## src/rtl/rxq_pkg.sv

```systemverilog
package rxq_pkg;

  localparam logic [3:0] CODE_NONE  = 4'h1;
  localparam logic [3:0] CODE_LINE  = 4'h6;
  localparam logic [3:0] CODE_TMO   = 4'hC;
  localparam logic [3:0] CODE_DATA  = 4'h4;
  localparam logic [3:0] CODE_TXE   = 4'h2;
  localparam logic [3:0] CODE_MODEM = 4'h0;

  // threshold in characters for a select value
  function automatic int unsigned trig_level(input logic [1:0] sel);
    case (sel)
      2'b00:   return 1;
      2'b01:   return 4;
      2'b10:   return 8;
      default: return 14;
    endcase
  endfunction

  // quiet period in bit ticks: four character times
  function automatic int unsigned tmo_ticks(input int unsigned frame);
    return 4 * frame;
  endfunction

endpackage

```

## src/rtl/rxq_store.sv

```systemverilog
module rxq_store #(
  parameter int unsigned DEPTH = 16,
  parameter int unsigned DW    = 8,
  localparam int unsigned CW   = $clog2(DEPTH + 1),
  localparam int unsigned AW   = $clog2(DEPTH)
) (
  input  logic          clk,
  input  logic          rst_n,
  input  logic          single_mode,
  input  logic          flush,
  input  logic          push,
  input  logic [DW-1:0] push_data,
  input  logic          pop,
  output logic [DW-1:0] head,
  output logic [CW-1:0] level,
  output logic [CW-1:0] level_next,
  output logic          push_drop
);

  logic [DW-1:0] mem_q   [DEPTH];
  logic [DW-1:0] mem_nxt [DEPTH];
  logic [CW-1:0] cnt_q, cnt_mid, cnt_nxt;
  logic          do_pop, push_take;
  logic [AW-1:0] wr_idx;

  assign do_pop    = pop && (cnt_q != '0);
  assign cnt_mid   = cnt_q - CW'(do_pop);
  assign push_drop = push && !flush && !single_mode && (cnt_mid == CW'(DEPTH));
  assign push_take = push && !flush && !push_drop;
  assign wr_idx    = single_mode ? '0 : cnt_mid[AW-1:0];

  always_comb begin
    if (flush)            cnt_nxt = '0;
    else if (single_mode) cnt_nxt = push_take ? CW'(1) : cnt_mid;
    else                  cnt_nxt = cnt_mid + CW'(push_take);
  end

  always_comb begin
    mem_nxt = mem_q;
    if (do_pop && !single_mode && !flush) begin
      for (int i = 0; i < DEPTH - 1; i++) mem_nxt[i] = mem_q[i+1];
    end
    if (push_take) mem_nxt[wr_idx] = push_data;
  end

  always_ff @(posedge clk) mem_q <= mem_nxt;

  always_ff @(posedge clk or negedge rst_n) begin
    if (!rst_n) cnt_q <= '0;
    else        cnt_q <= cnt_nxt;
  end

  assign head       = mem_q[0];
  assign level      = cnt_q;
  assign level_next = cnt_nxt;


  count_step_chk: assert property (@(posedge clk) disable iff (!rst_n)
    (push && !pop && !flush && !single_mode && cnt_q < CW'(DEPTH)) |=> (cnt_q == $past(cnt_q) + CW'(1)));


  full_hold_chk: assert property (@(posedge clk) disable iff (!rst_n)
    (push && !pop && !flush && !single_mode && cnt_q == CW'(DEPTH)) |=> (cnt_q == CW'(DEPTH) && $stable(head)));

endmodule

```

## src/rtl/rxq_timer.sv

```systemverilog
module rxq_timer #(
  parameter int unsigned TW = 6
) (
  input  logic          clk,
  input  logic          rst_n,
  input  logic          restart,
  input  logic          stop,
  input  logic          tick,
  input  logic [TW-1:0] limit,
  output logic          expire
);

  logic          armed_q;
  logic [TW-1:0] cnt_q;

  assign expire = armed_q && tick && !restart && !stop && (cnt_q == limit - TW'(1));

  always_ff @(posedge clk or negedge rst_n) begin
    if (!rst_n) begin
      armed_q <= 1'b0;
      cnt_q   <= '0;
    end else if (stop) begin
      armed_q <= 1'b0;
    end else if (restart) begin
      armed_q <= 1'b1;
      cnt_q   <= '0;
    end else if (expire) begin
      armed_q <= 1'b0;
    end else if (armed_q && tick) begin
      cnt_q <= cnt_q + TW'(1);
    end
  end


  tmo_restart_chk: assert property (@(posedge clk) disable iff (!rst_n)
    (restart && !stop) |=> !expire);

endmodule

```

## src/rtl/rxq_irq_pick.sv

```systemverilog
module rxq_irq_pick
  import rxq_pkg::*;
(
  input  logic [3:0] int_en,
  input  logic       line_pend,
  input  logic       tmo_pend,
  input  logic       data_pend,
  input  logic       txe_pend,
  input  logic       modem_pend,
  input  logic       fifo_mode,
  output logic [7:0] iid,
  output logic       irq
);

  logic [3:0] code;

  always_comb begin
    if (int_en[2] && line_pend)      code = CODE_LINE;
    else if (int_en[0] && tmo_pend)  code = CODE_TMO;
    else if (int_en[0] && data_pend) code = CODE_DATA;
    else if (int_en[1] && txe_pend)  code = CODE_TXE;
    else if (int_en[3] && modem_pend) code = CODE_MODEM;
    else                             code = CODE_NONE;
  end

  assign iid = {fifo_mode ? 2'b11 : 2'b00, 2'b00, code};
  assign irq = (code != CODE_NONE);

endmodule

```

## src/rtl/uart_rx_fifo_ctl.sv

```systemverilog
module uart_rx_fifo_ctl
  import rxq_pkg::*;
#(
  parameter int unsigned DEPTH = 16,
  parameter int unsigned DW    = 8,
  parameter int unsigned FBW   = 4
) (
  input  logic           clk,
  input  logic           rst_n,
  input  logic           rx_valid,
  input  logic [DW-1:0]  rx_data,
  input  logic           lb_valid,
  input  logic [DW-1:0]  lb_data,
  input  logic           rd_strobe,
  input  logic           lsr_rd,
  input  logic           fcr_wr,
  input  logic           fcr_enable,
  input  logic           fcr_rx_clear,
  input  logic [1:0]     fcr_trig_sel,
  input  logic           mcr_wr,
  input  logic           mcr_loop,
  input  logic [3:0]     int_en,
  input  logic           tx_empty_pend,
  input  logic           modem_pend,
  input  logic           bit_tick,
  input  logic [FBW-1:0] frame_bits,
  output logic [DW-1:0]  rd_data,
  output logic           data_ready,
  output logic           overrun,
  output logic [7:0]     iid,
  output logic           irq
);

  localparam int unsigned CW = $clog2(DEPTH + 1);
  localparam int unsigned TW = FBW + 2;

  logic          fifo_en_q, loop_q, dr_q, ovr_q, rxp_q, tmo_q;
  logic [CW-1:0] trig_q;

  // named internal events
  logic          mode_flip, clear_req, loop_flip, flush;
  logic          src_push;
  logic [DW-1:0] src_byte;
  logic [CW-1:0] lvl_cur, lvl_nxt;
  logic          push_drop, tmo_fire, tmr_restart, tmr_stop;
  logic [TW-1:0] tmo_limit;

  assign mode_flip = fcr_wr && (fcr_enable != fifo_en_q);
  assign clear_req = fcr_wr && (fcr_rx_clear || !fcr_enable);
  assign loop_flip = mcr_wr && (mcr_loop != loop_q);
  assign flush     = mode_flip || clear_req || loop_flip;

  assign src_push = loop_q ? lb_valid : rx_valid;
  assign src_byte = loop_q ? lb_data  : rx_data;

  rxq_store #(.DEPTH(DEPTH), .DW(DW)) u_store (
    .clk        (clk),
    .rst_n      (rst_n),
    .single_mode(!fifo_en_q),
    .flush      (flush),
    .push       (src_push),
    .push_data  (src_byte),
    .pop        (rd_strobe),
    .head       (rd_data),
    .level      (lvl_cur),
    .level_next (lvl_nxt),
    .push_drop  (push_drop)
  );

  assign tmo_limit   = TW'(tmo_ticks(32'(frame_bits)));
  assign tmr_stop    = flush || !fifo_en_q || (rd_strobe && lvl_nxt == '0);
  assign tmr_restart = fifo_en_q && !flush && (src_push || (rd_strobe && lvl_nxt != '0));

  rxq_timer #(.TW(TW)) u_timer (
    .clk    (clk),
    .rst_n  (rst_n),
    .restart(tmr_restart),
    .stop   (tmr_stop),
    .tick   (bit_tick),
    .limit  (tmo_limit),
    .expire (tmo_fire)
  );

  always_ff @(posedge clk or negedge rst_n) begin
    if (!rst_n) begin
      fifo_en_q <= 1'b0;
      loop_q    <= 1'b0;
      trig_q    <= CW'(1);
      dr_q      <= 1'b0;
      rxp_q     <= 1'b0;
      tmo_q     <= 1'b0;
      ovr_q     <= 1'b0;
    end else begin
      if (fcr_wr) begin
        fifo_en_q <= fcr_enable;
        trig_q    <= CW'(trig_level(fcr_trig_sel));
      end
      if (mcr_wr) loop_q <= mcr_loop;

      if (flush) begin
        dr_q  <= 1'b0;
        rxp_q <= 1'b0;
        tmo_q <= 1'b0;
      end else if (fifo_en_q) begin
        if (rd_strobe) begin
          tmo_q <= 1'b0;
          if (lvl_nxt == '0) begin
            dr_q  <= 1'b0;
            rxp_q <= 1'b0;
          end
        end
        if (src_push && !push_drop && lvl_nxt >= trig_q) begin
          dr_q  <= 1'b1;
          rxp_q <= 1'b1;
        end
        if (tmo_fire) begin
          tmo_q <= 1'b1;
          dr_q  <= 1'b1;
        end
      end else begin
        if (rd_strobe) begin
          dr_q  <= 1'b0;
          rxp_q <= 1'b0;
        end
        if (src_push) begin
          dr_q  <= 1'b1;
          rxp_q <= 1'b1;
        end
      end

      if (lsr_rd) ovr_q <= 1'b0;
      if (!flush && (push_drop || (!fifo_en_q && src_push && dr_q && !rd_strobe)))
        ovr_q <= 1'b1;
    end
  end

  rxq_irq_pick u_pick (
    .int_en    (int_en),
    .line_pend (ovr_q),
    .tmo_pend  (tmo_q),
    .data_pend (rxp_q),
    .txe_pend  (tx_empty_pend),
    .modem_pend(modem_pend),
    .fifo_mode (fifo_en_q),
    .iid       (iid),
    .irq       (irq)
  );

  assign data_ready = dr_q;
  assign overrun    = ovr_q;


  ovr_on_full_chk: assert property (@(posedge clk) disable iff (!rst_n)
    (fifo_en_q && !flush && src_push && !rd_strobe && lvl_cur == CW'(DEPTH)) |=> overrun);


  single_ovr_chk: assert property (@(posedge clk) disable iff (!rst_n)
    (!fifo_en_q && !flush && src_push && data_ready && !rd_strobe) |=> overrun);


  tmo_needs_data_chk: assert property (@(posedge clk) disable iff (!rst_n)
    tmo_q |-> (lvl_cur != '0));


  read_clears_tmo_chk: assert property (@(posedge clk) disable iff (!rst_n)
    (rd_strobe && !flush) |=> !tmo_q);


  mode_bits_chk: assert property (@(posedge clk) disable iff (!rst_n)
    fifo_en_q |-> (iid[7:6] == 2'b11));


  mode_flush_chk: assert property (@(posedge clk) disable iff (!rst_n)
    mode_flip |=> (!data_ready && lvl_cur == '0));


  loop_ignores_line_chk: assert property (@(posedge clk) disable iff (!rst_n)
    (loop_q && !mcr_wr && !fcr_wr && rx_valid && !lb_valid && !rd_strobe) |=> (lvl_cur == $past(lvl_cur)));

endmodule

```

## config.mk

```make
export PLATFORM = sky130hd
export DESIGN_NAME = uart_rx_fifo_ctl
export DESIGN_NICKNAME = d
export VERILOG_FILES = /design/src/rtl/rxq_pkg.sv /design/src/rtl/rxq_store.sv /design/src/rtl/rxq_timer.sv /design/src/rtl/rxq_irq_pick.sv /design/src/rtl/uart_rx_fifo_ctl.sv
export SDC_FILE = /design/constraint.sdc
export NUM_CORES = 1
export LEC_CHECK = 0
export BUFFER_PORTS_ARGS = -buffer_cell sky130_fd_sc_hd__buf_2
export CORE_MARGIN = 4
export CORE_UTILIZATION = 60
export DETAILED_ROUTE_END_ITERATION = 8
export PLACE_DENSITY = 0.91
export SYNTH_ARGS = -nofsm -noshare
export SYNTH_HDL_FRONTEND = slang
export SYNTH_SLANG_ARGS = --single-unit
```

## constraint.sdc

```tcl
create_clock -name clk -period 5.9 [get_ports clk]
set_input_delay 1.18 -clock clk [delete_from_list [all_inputs] [get_ports clk]]
set_output_delay 1.18 -clock clk [all_outputs]
set_load 0.01 [all_outputs]
```

# After elaboration in Yosys (flattened, before gate mapping)
# Cells that the tools add are included.
# totals
word_cells	144
register_bits	151
output_inout_bits	19
in_bits	40
# op_classes
n_reduce_logical	58
addsub	4
muxes	39
n_lt_le_gt_ge	3
n_bitwise	2
n_eq_ne	12
# op_table
cell	n
$bwmux 128	1
$mux 128	1
$mux 120	1
$demux 8 s4	1
$logic_and 1x1->1	30
$mux 1	20
$mux 4	5
$mux 6	3
$mux 8	2
$mux 5	3
$pmux 4 s3	1
$reduce_bool 5->1	2
$reduce_and 3->1	3
$ne 4x1->1 const B	2
$logic_not 1->1	7
$logic_or 1x1->1	7
$add 6x1->6 const B	1
$eq 6x6->1	1
$reduce_bool 2->1	3
$reduce_bool 3->1	2
$sub 6x1->6 const B	1
$add 5x1->5	1
$eq 5x5->1 const B	1
$ge 5x5->1	1
17 further kinds	18

# Depth between registers and ports, before layout
# Gate-level depths: netlist of run 1.
# logic_depth
ltp_word	25
mapped_depth	24
depth_no_buf	21

# By module
# Synthesis of run 1 repeated with hierarchy kept, for this count alone.
# unflattened
cells_unflattened	697
area_unflattened_um2	7668.6
# modules_own_cells
module	cells_each	n_inst	area_per_inst_um2
rxq_store	538	1	6257.3
uart_rx_fifo_ctl	80	1	747.0
rxq_timer	66	1	579.3
rxq_irq_pick	13	1	85.1

# Worst setup path before layout of run 1
# OpenSTA, ideal clock, no wires.
# synth_timing
path_type	input port to flip-flop
startpoint	input port rd_strobe
endpoint	register rxp_q
cell_stages	22
n_path_buf	3
t_required_ns	5.781
slack_ns	0.632
arrival_time_ns	5.150
path_cell_list	a21boi_0 > ha_1 > ha_1 > clkbuf_1 > nand3_1 > a2111oi_2 > or3_1 > buf_2 > inv_1 > ha_1 > ha_1 > clkbuf_1 > xnor2_1 > a21oi_1 > nor2_1 > ha_1 > o21ai_0 > a21oi_1 > a311oi_1 > nor2b_1 > o221ai_1 > o21a_1
# synth_via
elab_chain_len	14
elab_cells_between_ends	21
classes_between	add/sub: 2; order compare: 1; eq/ne: 3; mux: 6; reduce/logical: 9
# synth_rtl
item	line_no	text
from (decl)	uart_rx_fifo_ctl.sv:14	input logic rd_strobe,
$logic_and 1x1->1 (*)	rxq_store.sv:26	assign do_pop = pop && (cnt_q != '0);
$sub 5x1->5 (*)	rxq_store.sv:27	assign cnt_mid = cnt_q - CW'(do_pop);
$eq 5x5->1	rxq_store.sv:28	assign push_drop = push && !flush && !single_mode && (cnt_mid == CW'(DEPTH));
$logic_and 1x1->1	rxq_store.sv:28	
$logic_not 1->1	rxq_store.sv:29	assign push_take = push && !flush && !push_drop;
$logic_and 1x1->1	rxq_store.sv:29	
$add 5x1->5 or $mux 5 (tied branches)	rxq_store.sv:35, rxq_store.sv:34	
$mux 5 (*)	rxq_store.sv:34	else if (single_mode) cnt_nxt = push_take ? CW'(1) : cnt_mid;
$mux 5 (*)	rxq_store.sv:33	if (flush) cnt_nxt = '0;
net lvl_nxt[2]	uart_rx_fifo_ctl.sv:44	logic [CW-1:0] lvl_cur, lvl_nxt;
$ge 5x5->1	uart_rx_fifo_ctl.sv:112	if (src_push && !push_drop && lvl_nxt >= trig_q) begin
$logic_and 1x1->1	uart_rx_fifo_ctl.sv:112	
$mux 1	uart_rx_fifo_ctl.sv:112	
$mux 1	uart_rx_fifo_ctl.sv:104	end else if (fifo_en_q) begin
$mux 1	uart_rx_fifo_ctl.sv:100	if (flush) begin
to (signal assigned)	uart_rx_fifo_ctl.sv:102	rxp_q <= 1'b0;
to (signal assigned)	uart_rx_fifo_ctl.sv:109	rxp_q <= 1'b0;
to (signal assigned)	uart_rx_fifo_ctl.sv:114	rxp_q <= 1'b1;
to (decl)	uart_rx_fifo_ctl.sv:37	logic fifo_en_q, loop_q, dr_q, ovr_q, rxp_q, tmo_q;
# The timed path passes the listed nets; every way through them passes the cells marked *.
# A chain may end at the register's enable or synchronous reset.

# Worst setup path after layout of run 1
# Ends and elaborated chain as after synthesis.

==> out/qor.txt, run 1 <==
outcome: finished clean
antenna-violating nets left: 0
final worst slack: 0.513 ns
WP buf/inv: 2
Critical Path RT: 6.20 ns
largest family of logic cells by synthesized area: multiplexers
Hold WC Path Type: register to register
largest net degree at the start of global routing: 107
Unique masters post-synth: 59
total iterations of the first detailed-routing run: 5
DP Wirelength: 11.3 mm
Crit. End Element: register
port bufs: 56
Synth Instances: 707
Initial Util: 61.3%
Clk pwr share: 27.6%
DRT Wirelength: 17.4 mm
CTS tree: yes
crit-path max FO: 8
GRT met2 Usage: 42.2%
r2r setup slk: 0.65 ns
die extent in y: 119 um
CTS Hold Buffers Added: 0
CP max-delay cell: a2111oi_2
WP data arrival: 5.69 ns
Async SR Flop Fraction: 14.7%
initial antenna violation count: 0
Die ar.: 14100 um2
final setup vio count: 0
RSZ-0062 raised after global routing: no
CTS H-tree lvls: 4
Synth warnings: 0
die width: 119 um
# diodes: 0
Psw: 1.24 mW
register area share after synthesis: 43.4%
gr busiest metal: met2
Final period util: 91.3%
Root Buffer: clkbuf_16
Via Count: 5549
post-route setup TNS: 0 ns
Synth Area in Simple Gates: 11.3%
clock sinks: 150
vias in the first global route: 5611
aggregate global-route resource usage: 25.1%
Comb pwr share: 28.4%
per-cell routed wire length: 19.4 um
Fmax: 186 MHz
grt ovf: 0
clock skew: 0.0103 ns
Final nets: 792
leakage: 3.36 nW
TritonCTS Buffers: 17
Slew Limit Fails: 0
CP top delay family: compound AO/OA/AOI/OAI gates
commonest non-fill, non-tap cell in the layout: mux2i_1
sequential fraction of design power: 44.0%
xor/xnor cell area share of the yosys netlist: 1.43%
fin area: 8220 um2
Tot Pwr: 3.72 mW
Mapped Avg Cell Area: 10.4 um2
number of synthesized flops with an enable pin: 8
critical path type: input port to register
Top cell by count, worst path: ha_1
Area Growth Syn to Fin: 11.7%
final hold vios: 0
crit path time final: 5.39 ns
Synth Area in Adders: 1.87%
Compound-Gate Fraction of Synth Area: 9.89%
met1 GRT Util: 31.2%
GPL Wtd Cong: 0.871
crit path launch type: input port
P_int: 2.48 mW
commonest cells after routing, fill and taps aside: mux2i_1, dfxtp_1, buf_2, a21oi_1, nor2b_1
vias per cell: 6.17
maxcap violations: 0
M3 GR Usage: 5.17%
clock latency at the later pin of the worst-skew pair: 0.42 ns
worst stage delay on the critical path: 0.52 ns
DP Worst Slack: 0.189 ns
mux share of post-synthesis cell area: 26.8%
first-pass GRT wire length: 28.3 mm
Peak VDD IR: 251 uV
CORE AREA: 12000 um2
total I/O pin count: 59
cell row count: 40
DRT iter0 DRCs: 542
main flop type after synthesis: dfxtp_1
DRC errors left: 0
Clock Path Buffers: 2
crit-path cells: buf_2, a21boi_1, ha_1, ha_1, nand3_1, a2111oi_2, or3_1, inv_1, ha_1, ha_1, xnor2_1, a21oi_1, nor2_1, ha_1, o21ai_0, a21oi_1, a311oi_1, nor2b_1, o221ai_1, o21a_1
Yosys reg bits: 150
Sw Ratio: 33.4%
relative slew slack: 16.9%
worst-margin pin slew: 1.24 ns
Worst-path clk slew: 0.06 ns
placed cell area: 7650 um2
Netlist Area Pre-Place: 7360 um2
share of layout cells above drive strength 1: 16.7%
power per cell area: 452 nW/um2
[layer usage]
layer / part of all wire, % / wire length [um]
met1: 41 / 7200
met2: 50 / 8750
met3: 5.8 / 1000
met4: 2.8 / 493
met5: 0 / 0
[area by class of cell]
cell class | instances | area, um2
multi-input cells | 476 | 3790
repair buffers | 68 | 383
well taps | 147 | 184
fillers | 836 | 3790
clock buffers | 22 | 505
flip-flops and latches | 150 | 3190
clock inverters | 9 | 63.8
inverters | 28 | 105
[per-stage QoR]
step                      utilization, %  hold slack (ns)  std cells
after global placement              63.7            0.488        869
final                               68.5            0.517        900
after global routing                68.5            0.544        900
after CTS                           68.5            0.515        900
after detailed placement            63.7            0.497        869
after floorplan                        -            0.467        708
[state kept, by name (all words and copies together) (netlist names), named ones only]
| register | flops |
|---|---|
| data_ready | 1 |
| fifo_en_q | 1 |
| loop_q | 1 |
| overrun | 1 |
| rxp_q | 1 |
| tmo_q | 1 |
| trig_q | 4 |
| u_store.head | 8 |
| u_store.level | 5 |
| u_store.mem_q | 112 |
| u_timer.armed_q | 1 |
| u_timer.cnt_q | 6 |
[cells in the mapped netlist (8+ instances only)]
master | count | area (um2)
inv_1 | 26 | 97.6
dfxtp_1 | 120 | 2400
nor2b_1 | 32 | 200
nor2_1 | 20 | 75.1
edfxtp_1 | 8 | 240
buf_4 | 15 | 113
nor3_1 | 13 | 65.1
xnor2_1 | 10 | 87.6
o21ai_0 | 14 | 70.1
buf_2 | 14 | 70.1
ha_1 | 11 | 138
dfrtp_1 | 21 | 526
a211oi_1 | 24 | 180
nand3_1 | 13 | 65.1
clkbuf_1 | 24 | 90.1
nand2_1 | 24 | 90.1
a21oi_2 | 8 | 70.1
a21oi_1 | 39 | 195
mux2i_1 | 194 | 1940
[path summary, 6_finish.rpt]
path                                   from          to  cells past startpoint
max                               rd_strobe       rxp_q                     20
min                              data_ready  data_ready                      1
max reg2reg                u_store.level[4]       rxp_q                     20
min reg2reg                      data_ready  data_ready                      1
max in group asynchronous             rst_n   trig_q[0]                      1
min in group asynchronous             rst_n   trig_q[1]                      1
[power by group through the flow]
stage / combinational, mW / clock [mW] / sequential, mW
finish: 1.06 / 1.03 / 1.63
global route: 1.16 / 1.09 / 1.67
CTS: 1.04 / 1.04 / 1.63
detailed placement: 1.02 / 0 / 1.63
global placement: 0.957 / 0 / 1.61
floorplan: 0.855 / 0 / 1.54
[cell families after synthesis]
logic type,after synthesis
adders and majority gates,11
DFF,150
AOI/OAI and AO/OA,111
other,1
muxes,197
and+or+nand+nor,143
xor gates and xnor gates,12
buffers and inverters,82
[what timing repair did]
item | in CTS | in global routing
setup buffers | 0 | 0
gates resized for setup | 0 | 1
endpoints found under the setup margin | 0 | 1
endpoints found under the hold margin | 0 | 0
Power figures use the tool's default switching activity.
==> run 2, diff against run 1 <==
CORE_UTILIZATION = 54   (was 60)
PLACE_DENSITY = 0.87   (was 0.91)
clock period = 4.55 ns   (was 5.9 ns; I/O delays follow)
==> out/qor.txt, run 2 (synthesis gave the netlist of run 1 again) <==
CP Launch Point: rd_strobe (unchanged)
share of layout cells above drive strength 1: 22.6% (was 16.7%)
Area Growth Syn to Fin: 17.7% (was 11.7%)
cell row count: 42 (was 40)
Tot Pwr: 5.08 mW (was 3.72 mW)
power per cell area: 586 nW/um2 (was 452 nW/um2)
Fmax: 230 MHz
final worst slack: 0.202 ns (was 0.513 ns)
WP buf/inv: 1 (was 2)
DRT Wirelength: 17.3 mm (was 17.4 mm)
die width: 125 um (was 119 um)
final setup vio count: 0 (unchanged)
final hold vios: 0 (unchanged)
# diodes: 0 (unchanged)
first-pass GRT wire length: 28.8 mm (was 28.3 mm)
DRC errors left: 0 (unchanged)
outcome: finished clean (unchanged)
WP data arrival: 4.66 ns (was 5.69 ns)
vias in the first global route: 5892 (was 5611)
worst stage delay on the critical path: 0.41 ns (was 0.52 ns)
crit path time final: 4.35 ns
relative slew slack: 48.5% (was 16.9%)
Final nets: 824 (was 792)
die extent in y: 125 um (was 119 um)
largest net degree at the start of global routing: 49 (was 107)
placed cell area: 7970 um2 (was 7650 um2)
Root Buffer: clkbuf_16 (unchanged)
vias per cell: 5.88 (was 6.17)
Crit. End Element: register (unchanged)
Peak VDD IR: 369 uV (was 251 uV)
final core utilization: 65.2% (was 68.5%)
leakage: 3.56 nW (was 3.36 nW)
Top cell by count, worst path: ha_1 (unchanged)
GPL Wtd Cong: 0.931 (was 0.871)
DP Worst Slack: -0.342 ns (was 0.189 ns)
Critical Path RT: 4.86 ns (was 6.20 ns)
crit-path max FO: 6 (was 8)
CTS tree: yes (unchanged)
CP max-delay cell: or3_4 (was a2111oi_2)
clock skew: 0.00790 ns (was 0.0103 ns)
Clock Path Buffers: 2 (unchanged)
crit path launch type: input port (unchanged)
post-route setup TNS: 0 ns (unchanged)
Via Count: 5658 (was 5549)
final hold slack: 0.454 ns (was 0.517 ns)
max reg flops: 112 (unchanged)
clock sinks: 150 (unchanged)
fin cells: 962 (was 900)
grt ovf: 0 (unchanged)
Post-Place Cells: 928 (was 869)
total iterations of the first detailed-routing run: 9 (was 5)
r2r startpoint: u_store.level[2] (was u_store.level[4])
maxcap violations: 0 (unchanged)
RSZ-0062 raised after global routing: no (unchanged)
Die ar.: 15600 um2 (was 14100 um2)
DRT iter0 DRCs: 491 (was 542)
register bank with the most flops: u_store.mem_q (unchanged)
Final period util: 95.6%
CP top delay family: simple AND/OR/NAND/NOR gates (was compound AO/OA/AOI/OAI gates)
Hold WC Path Type: input port to async pin (was register to register)
Slew Limit Fails: 0 (unchanged)
per-cell routed wire length: 18.0 um (was 19.4 um)
aggregate global-route resource usage: 22.5% (was 25.1%)
TritonCTS Buffers: 17 (unchanged)
multi-input logic area: 3900 um2 (was 3790 um2)
DP Wirelength: 11.7 mm (was 11.3 mm)
crit-path cells: buf_2, a21boi_1, ha_2, ha_4, nor3b_2, xnor2_2, a2111oi_4, or3_4, ha_1, nor2_1, or3_1, ha_1, o21ai_1, a21oi_2, a311oi_2, nor2b_4, o221ai_2, o21a_1 (was buf_2, a21boi_1, ha_1, ha_1, nand3_1, a2111oi_2, or3_1, inv_1, ha_1, ha_1, xnor2_1, a21oi_1, nor2_1, ha_1, o21ai_0, a21oi_1, a311oi_1, nor2b_1, o221ai_1, o21a_1)
commonest cells after routing, fill and taps aside: mux2i_1, dfxtp_1, buf_2, buf_4, a21oi_1 (was mux2i_1, dfxtp_1, buf_2, a21oi_1, nor2b_1)
commonest non-fill, non-tap cell in the layout: mux2i_1 (unchanged)
Storage cell area: 3190 um2 (unchanged)
total I/O pin count: 59 (unchanged)
fin area: 8670 um2 (was 8220 um2)
Initial Util: 55.4% (was 61.3%)
initial antenna violation count: 0 (unchanged)
Worst-path clk slew: 0.06 ns (about the same)
worst-margin pin slew: 0.773 ns (was 1.24 ns)
antenna-violating nets left: 0 (unchanged)
CORE AREA: 13300 um2 (was 12000 um2)
r2r setup slk: 0.22 ns (was 0.65 ns)
fill count: 956 (was 836)
critical path type: input port to register (unchanged)
port bufs: 56 (unchanged)
CTS H-tree lvls: 4 (unchanged)
clock latency at the later pin of the worst-skew pair: 0.43 ns (was 0.42 ns)
[run 2: cell types whose count changed in the layout (fill, tap and decap cells not counted), moves of 3 or more]
cell | before | now
clkinv_2 | 3 | 0
buf_4 | 11 | 42
a21oi_1 | 39 | 36
ha_1 | 11 | 7
ha_2 | 0 | 3
a21oi_2 | 8 | 11
[run 2: final cells by class]
class / instances / share of cell area, %
multi-input combinational: 476 / 45.0
inverter: 28 / 1.21
sequential: 150 / 36.9
clock buffer: 19 / 5.23
timing repair buffer: 100 / 7.33
clock inverter: 13 / 1.86
tap: 176 / 2.54
[run 2: metal layers]
layer / wire (um) / global-route usage (%)
met4: 399 / 9.03
met2: 8770 / 39.8
met3: 797 / 4.97
met5: 0 / 0
met1: 7360 / 26.3
[run 2: worst paths after layout]
| check | to | cells after the start |
|---|---|---|
| worst max register to register | rxp_q | 18 |
| worst max-delay path | rxp_q | 18 |
| worst min register to register | u_timer.cnt_q[5] | 1 |
| worst min-delay path | u_timer.cnt_q[5] | 1 |
| max in group asynchronous | trig_q[0] | 1 |
| min in group clk | u_timer.cnt_q[5] | 1 |
[run 2: timing repair]
item / CTS / global route
buffers inserted: 0 / 2
resized for setup: 3 / 15
setup endpoints to repair: 2 / 2
hold buffers: 0 / 0
pin swaps: 0 / 15
[run 2: power breakdown]
group          leakage (nW)  total (mW)  internal, mW  switching [mW]
registers              1.35        2.08          1.80           0.272
logic                  1.91        1.57         0.737           0.832
clock network         0.304        1.44         0.855           0.584
total                  3.56        5.08          3.39            1.69
==> run 3, diff against run 2 <==
ABC_AREA = 1   (was default)
==> out/qor.txt, run 3 <==
outcome: finished clean (unchanged)
maxcap violations: 0 (unchanged)
max layer used: met4 (unchanged)
main flop type after synthesis: dfxtp_1 (unchanged)
final core utilization: 61.7% (was 65.2%)
DP Wirelength: 10.7 mm (was 11.7 mm)
total iterations of the first detailed-routing run: 5 (was 9)
Final period util: 92.1% (was 95.6%)
worst-margin pin slew: 1.19 ns (was 0.773 ns)
post-route setup TNS: 0 ns (unchanged)
cell row count: 42 (unchanged)
Die ar.: 15400 um2 (was 15600 um2)
GPL Wtd Cong: 0.933 (was 0.931)
total I/O pin count: 59 (unchanged)
register area share after synthesis: 43.7% (was 43.4%)
mux share of post-synthesis cell area: 0% (was 26.8%)
worst stage delay on the critical path: 0.42 ns (was 0.41 ns)
most frequent cell after synthesis: nand2_1 (was mux2i_1)
DRC errors left: 0 (unchanged)
power per cell area: 610 nW/um2 (was 586 nW/um2)
crit path time final: 4.19 ns (was 4.35 ns)
DRT iter0 DRCs: 821 (was 491)
Unique masters post-synth: 46 (was 59)
Clock Path Buffers: 2 (unchanged)
aggregate global-route resource usage: 21.1% (was 22.5%)
register bank with the most flops: u_store.mem_q (unchanged)
final hold vios: 0 (unchanged)
clock skew: 0.00998 ns (was 0.00790 ns)
CTS H-tree lvls: 4 (unchanged)
Synth Area in Adders: 1.88% (was 1.87%)
Yosys top cell by area: dfxtp_1 (unchanged)
vias per cell: 5.27 (was 5.88)
commonest non-fill, non-tap cell in the layout: nand2_1 (was mux2i_1)
met3 WL: 974 um (was 797 um)
Final nets: 1119 (was 824)
Synth Area in Simple Gates: 32.5% (was 11.3%)
CTS tree: yes (unchanged)
leakage: 3.97 nW (was 3.56 nW)
Slew Limit Fails: 0 (unchanged)
die width: 124 um (was 125 um)
DRT Wirelength: 16.5 mm (was 17.3 mm)
Met2 Wirelength: 7.76 mm (was 8.77 mm)
Peak VDD IR: 319 uV (was 369 uV)
number of synthesized flops with an enable pin: 8 (unchanged)
Area contributors post-synth: dfxtp_1, nand2_1, dfrtp_1, a31oi_1, nor2_1 (was dfxtp_1, mux2i_1, dfrtp_1, edfxtp_1, nor2b_1)
CTS Hold Buffers Added: 0 (unchanged)
Via Count: 6624 (was 5658)
TritonCTS Buffers: 17 (unchanged)
M1 wire length: 7.38 mm (was 7.36 mm)
Tot Pwr: 4.98 mW (was 5.08 mW)
largest family of logic cells by synthesized area: simple AND/OR/NAND/NOR gates (was multiplexers)
DP Worst Slack: 0.00497 ns (was -0.342 ns)
Top cell by count, worst path: nand2_1 (was ha_1)
Synth warnings: 0 (unchanged)
first-pass GRT wire length: 27.5 mm (was 28.8 mm)
Critical Path RT: 4.86 ns (about the same)
critical path type: register to register (was input port to register)
relative slew slack: 20.9% (was 48.5%)
Synth Instances: 1032 (was 707)
share of layout cells above drive strength 1: 13.7% (was 22.6%)
antenna-violating nets left: 0 (unchanged)
die extent in y: 124 um (was 125 um)
max reg flops: 112 (unchanged)
grt ovf: 0 (unchanged)
Compound-Gate Fraction of Synth Area: 12.8% (was 9.89%)
CP max-delay cell: dfrtp_1 (was or3_4)
per-cell routed wire length: 13.1 um (was 18.0 um)
Async SR Flop Fraction: 14.7% (unchanged)
commonest cells after routing, fill and taps aside: nand2_1, dfxtp_1, nor2_1, inv_1, buf_2 (was mux2i_1, dfxtp_1, buf_2, buf_4, a21oi_1)
synth cell count leaders: nand2_1, dfxtp_1, nor2_1 (was mux2i_1, dfxtp_1, a21oi_1)
WP data arrival: 4.50 ns (was 4.66 ns)
Worst-path clk slew: 0.06 ns (about the same)
Initial Util: 55.1% (was 55.4%)
initial antenna violation count: 0 (unchanged)
Netlist Area Pre-Place: 7300 um2 (was 7360 um2)
r2r setup slk: 0.36 ns (was 0.22 ns)
Yosys top cell area share: 32.9% (was 32.6%)
Mapped Avg Cell Area: 7.08 um2 (was 10.4 um2)
clock sinks: 150 (unchanged)
final setup vio count: 0 (unchanged)
clock latency at the later pin of the worst-skew pair: 0.42 ns (was 0.43 ns)
Hold WC Path Type: input port to async pin (unchanged)
CORE AREA: 13200 um2 (was 13300 um2)
Yosys reg bits: 150 (unchanged)
crit-path max FO: 4 (was 6)
final worst slack: 0.361 ns (was 0.202 ns)
Area Growth Syn to Fin: 11.9% (was 17.7%)
# diodes: 0 (unchanged)
xor/xnor cell area share of the yosys netlist: 0.959% (was 1.43%)
port bufs: 56 (unchanged)
final hold slack: 0.466 ns (was 0.454 ns)
crit path launch type: register (was input port)
Crit. End Element: register (unchanged)
Fmax: 239 MHz (was 230 MHz)
largest net degree at the start of global routing: 121 (was 49)
vias in the first global route: 5948 (was 5892)
Root Buffer: clkbuf_16 (unchanged)
## run 3: changes by cell type in the layout (fill, tap and decap cells not counted), sizes merged, moves of 37 or more
cell   previous run  this run
a21oi            47        10
a31oi             4        48
mux2i           194         0
nand2            24       461
nor2             23        78
o21ai            15        87
## run 3: worst paths after layout
path | from | to | cells past startpoint
max in group asynchronous | rst_n | trig_q[0] | 1
hold reg to reg | u_store.head[6] | u_store.head[6] | 2
setup reg to reg | u_store.level[2] | data_ready | 31
min in group clk | u_store.head[6] | u_store.head[6] | 2
setup / recovery | u_store.level[2] | data_ready | 31
hold / removal | rst_n | u_store.level[4] | 1
## run 3: repair_timing
item,4_1_cts,5_1_grt
setup buffers,0,1
setup endpoints to repair,0,6
resized for setup,0,6
## run 3: cell type report
type                            count  area [um2]
Clock buffer                       23         488
Clock inverter                      9        68.8
Fill cell                        1103        5070
Inverter                           67         255
Multi-Input combinational cell    760        3540
Sequential cell                   150        3190
Tap cell                          176         220
Timing Repair Buffer               72         400
## run 3: cell families after synthesis
group	count (synthesis)
AO/OA/AOI/OAI	159
XOR/XNOR	8
adder cells (fa/ha/maj)	11
buffers and inverters	123
flip-flops	150
other	1
AND/OR/NAND/NOR	580
## run 3: where the power goes
group	switching, mW	internal, mW	leakage (nW)
logic	0.947	0.629	2.34
registers	0.263	1.84	1.35
clock network	0.543	0.760	0.278
## run 3: critical path: cells and delay by family, from the launching register on
family	cells	cell delay [ns]
flip-flops	1	0.42
adder cells (fa/ha/maj)	5	1.12
AND/OR/NAND/NOR	16	1.43
AO/OA/AOI/OAI	4	0.64
buffers and inverters	6	0.49
## run 3: per-stage QoR
step	area, um2	instances
floorplan	7310	1033
global placement	7600	1224
detailed placement	7600	1224
CTS	8150	1256
global route	8170	1257
finish	8170	1257
## run 3: routing by layer
| metal | up-vias | track usage (%) |
|---|---|---|
| met5 | - | 0 |
| met4 | 0 | 8.12 |
| met3 | 29 | 3.60 |
| met2 | 191 | 34.1 |
| met1 | 3026 | 28.2 |
| li1 | 3378 | - |
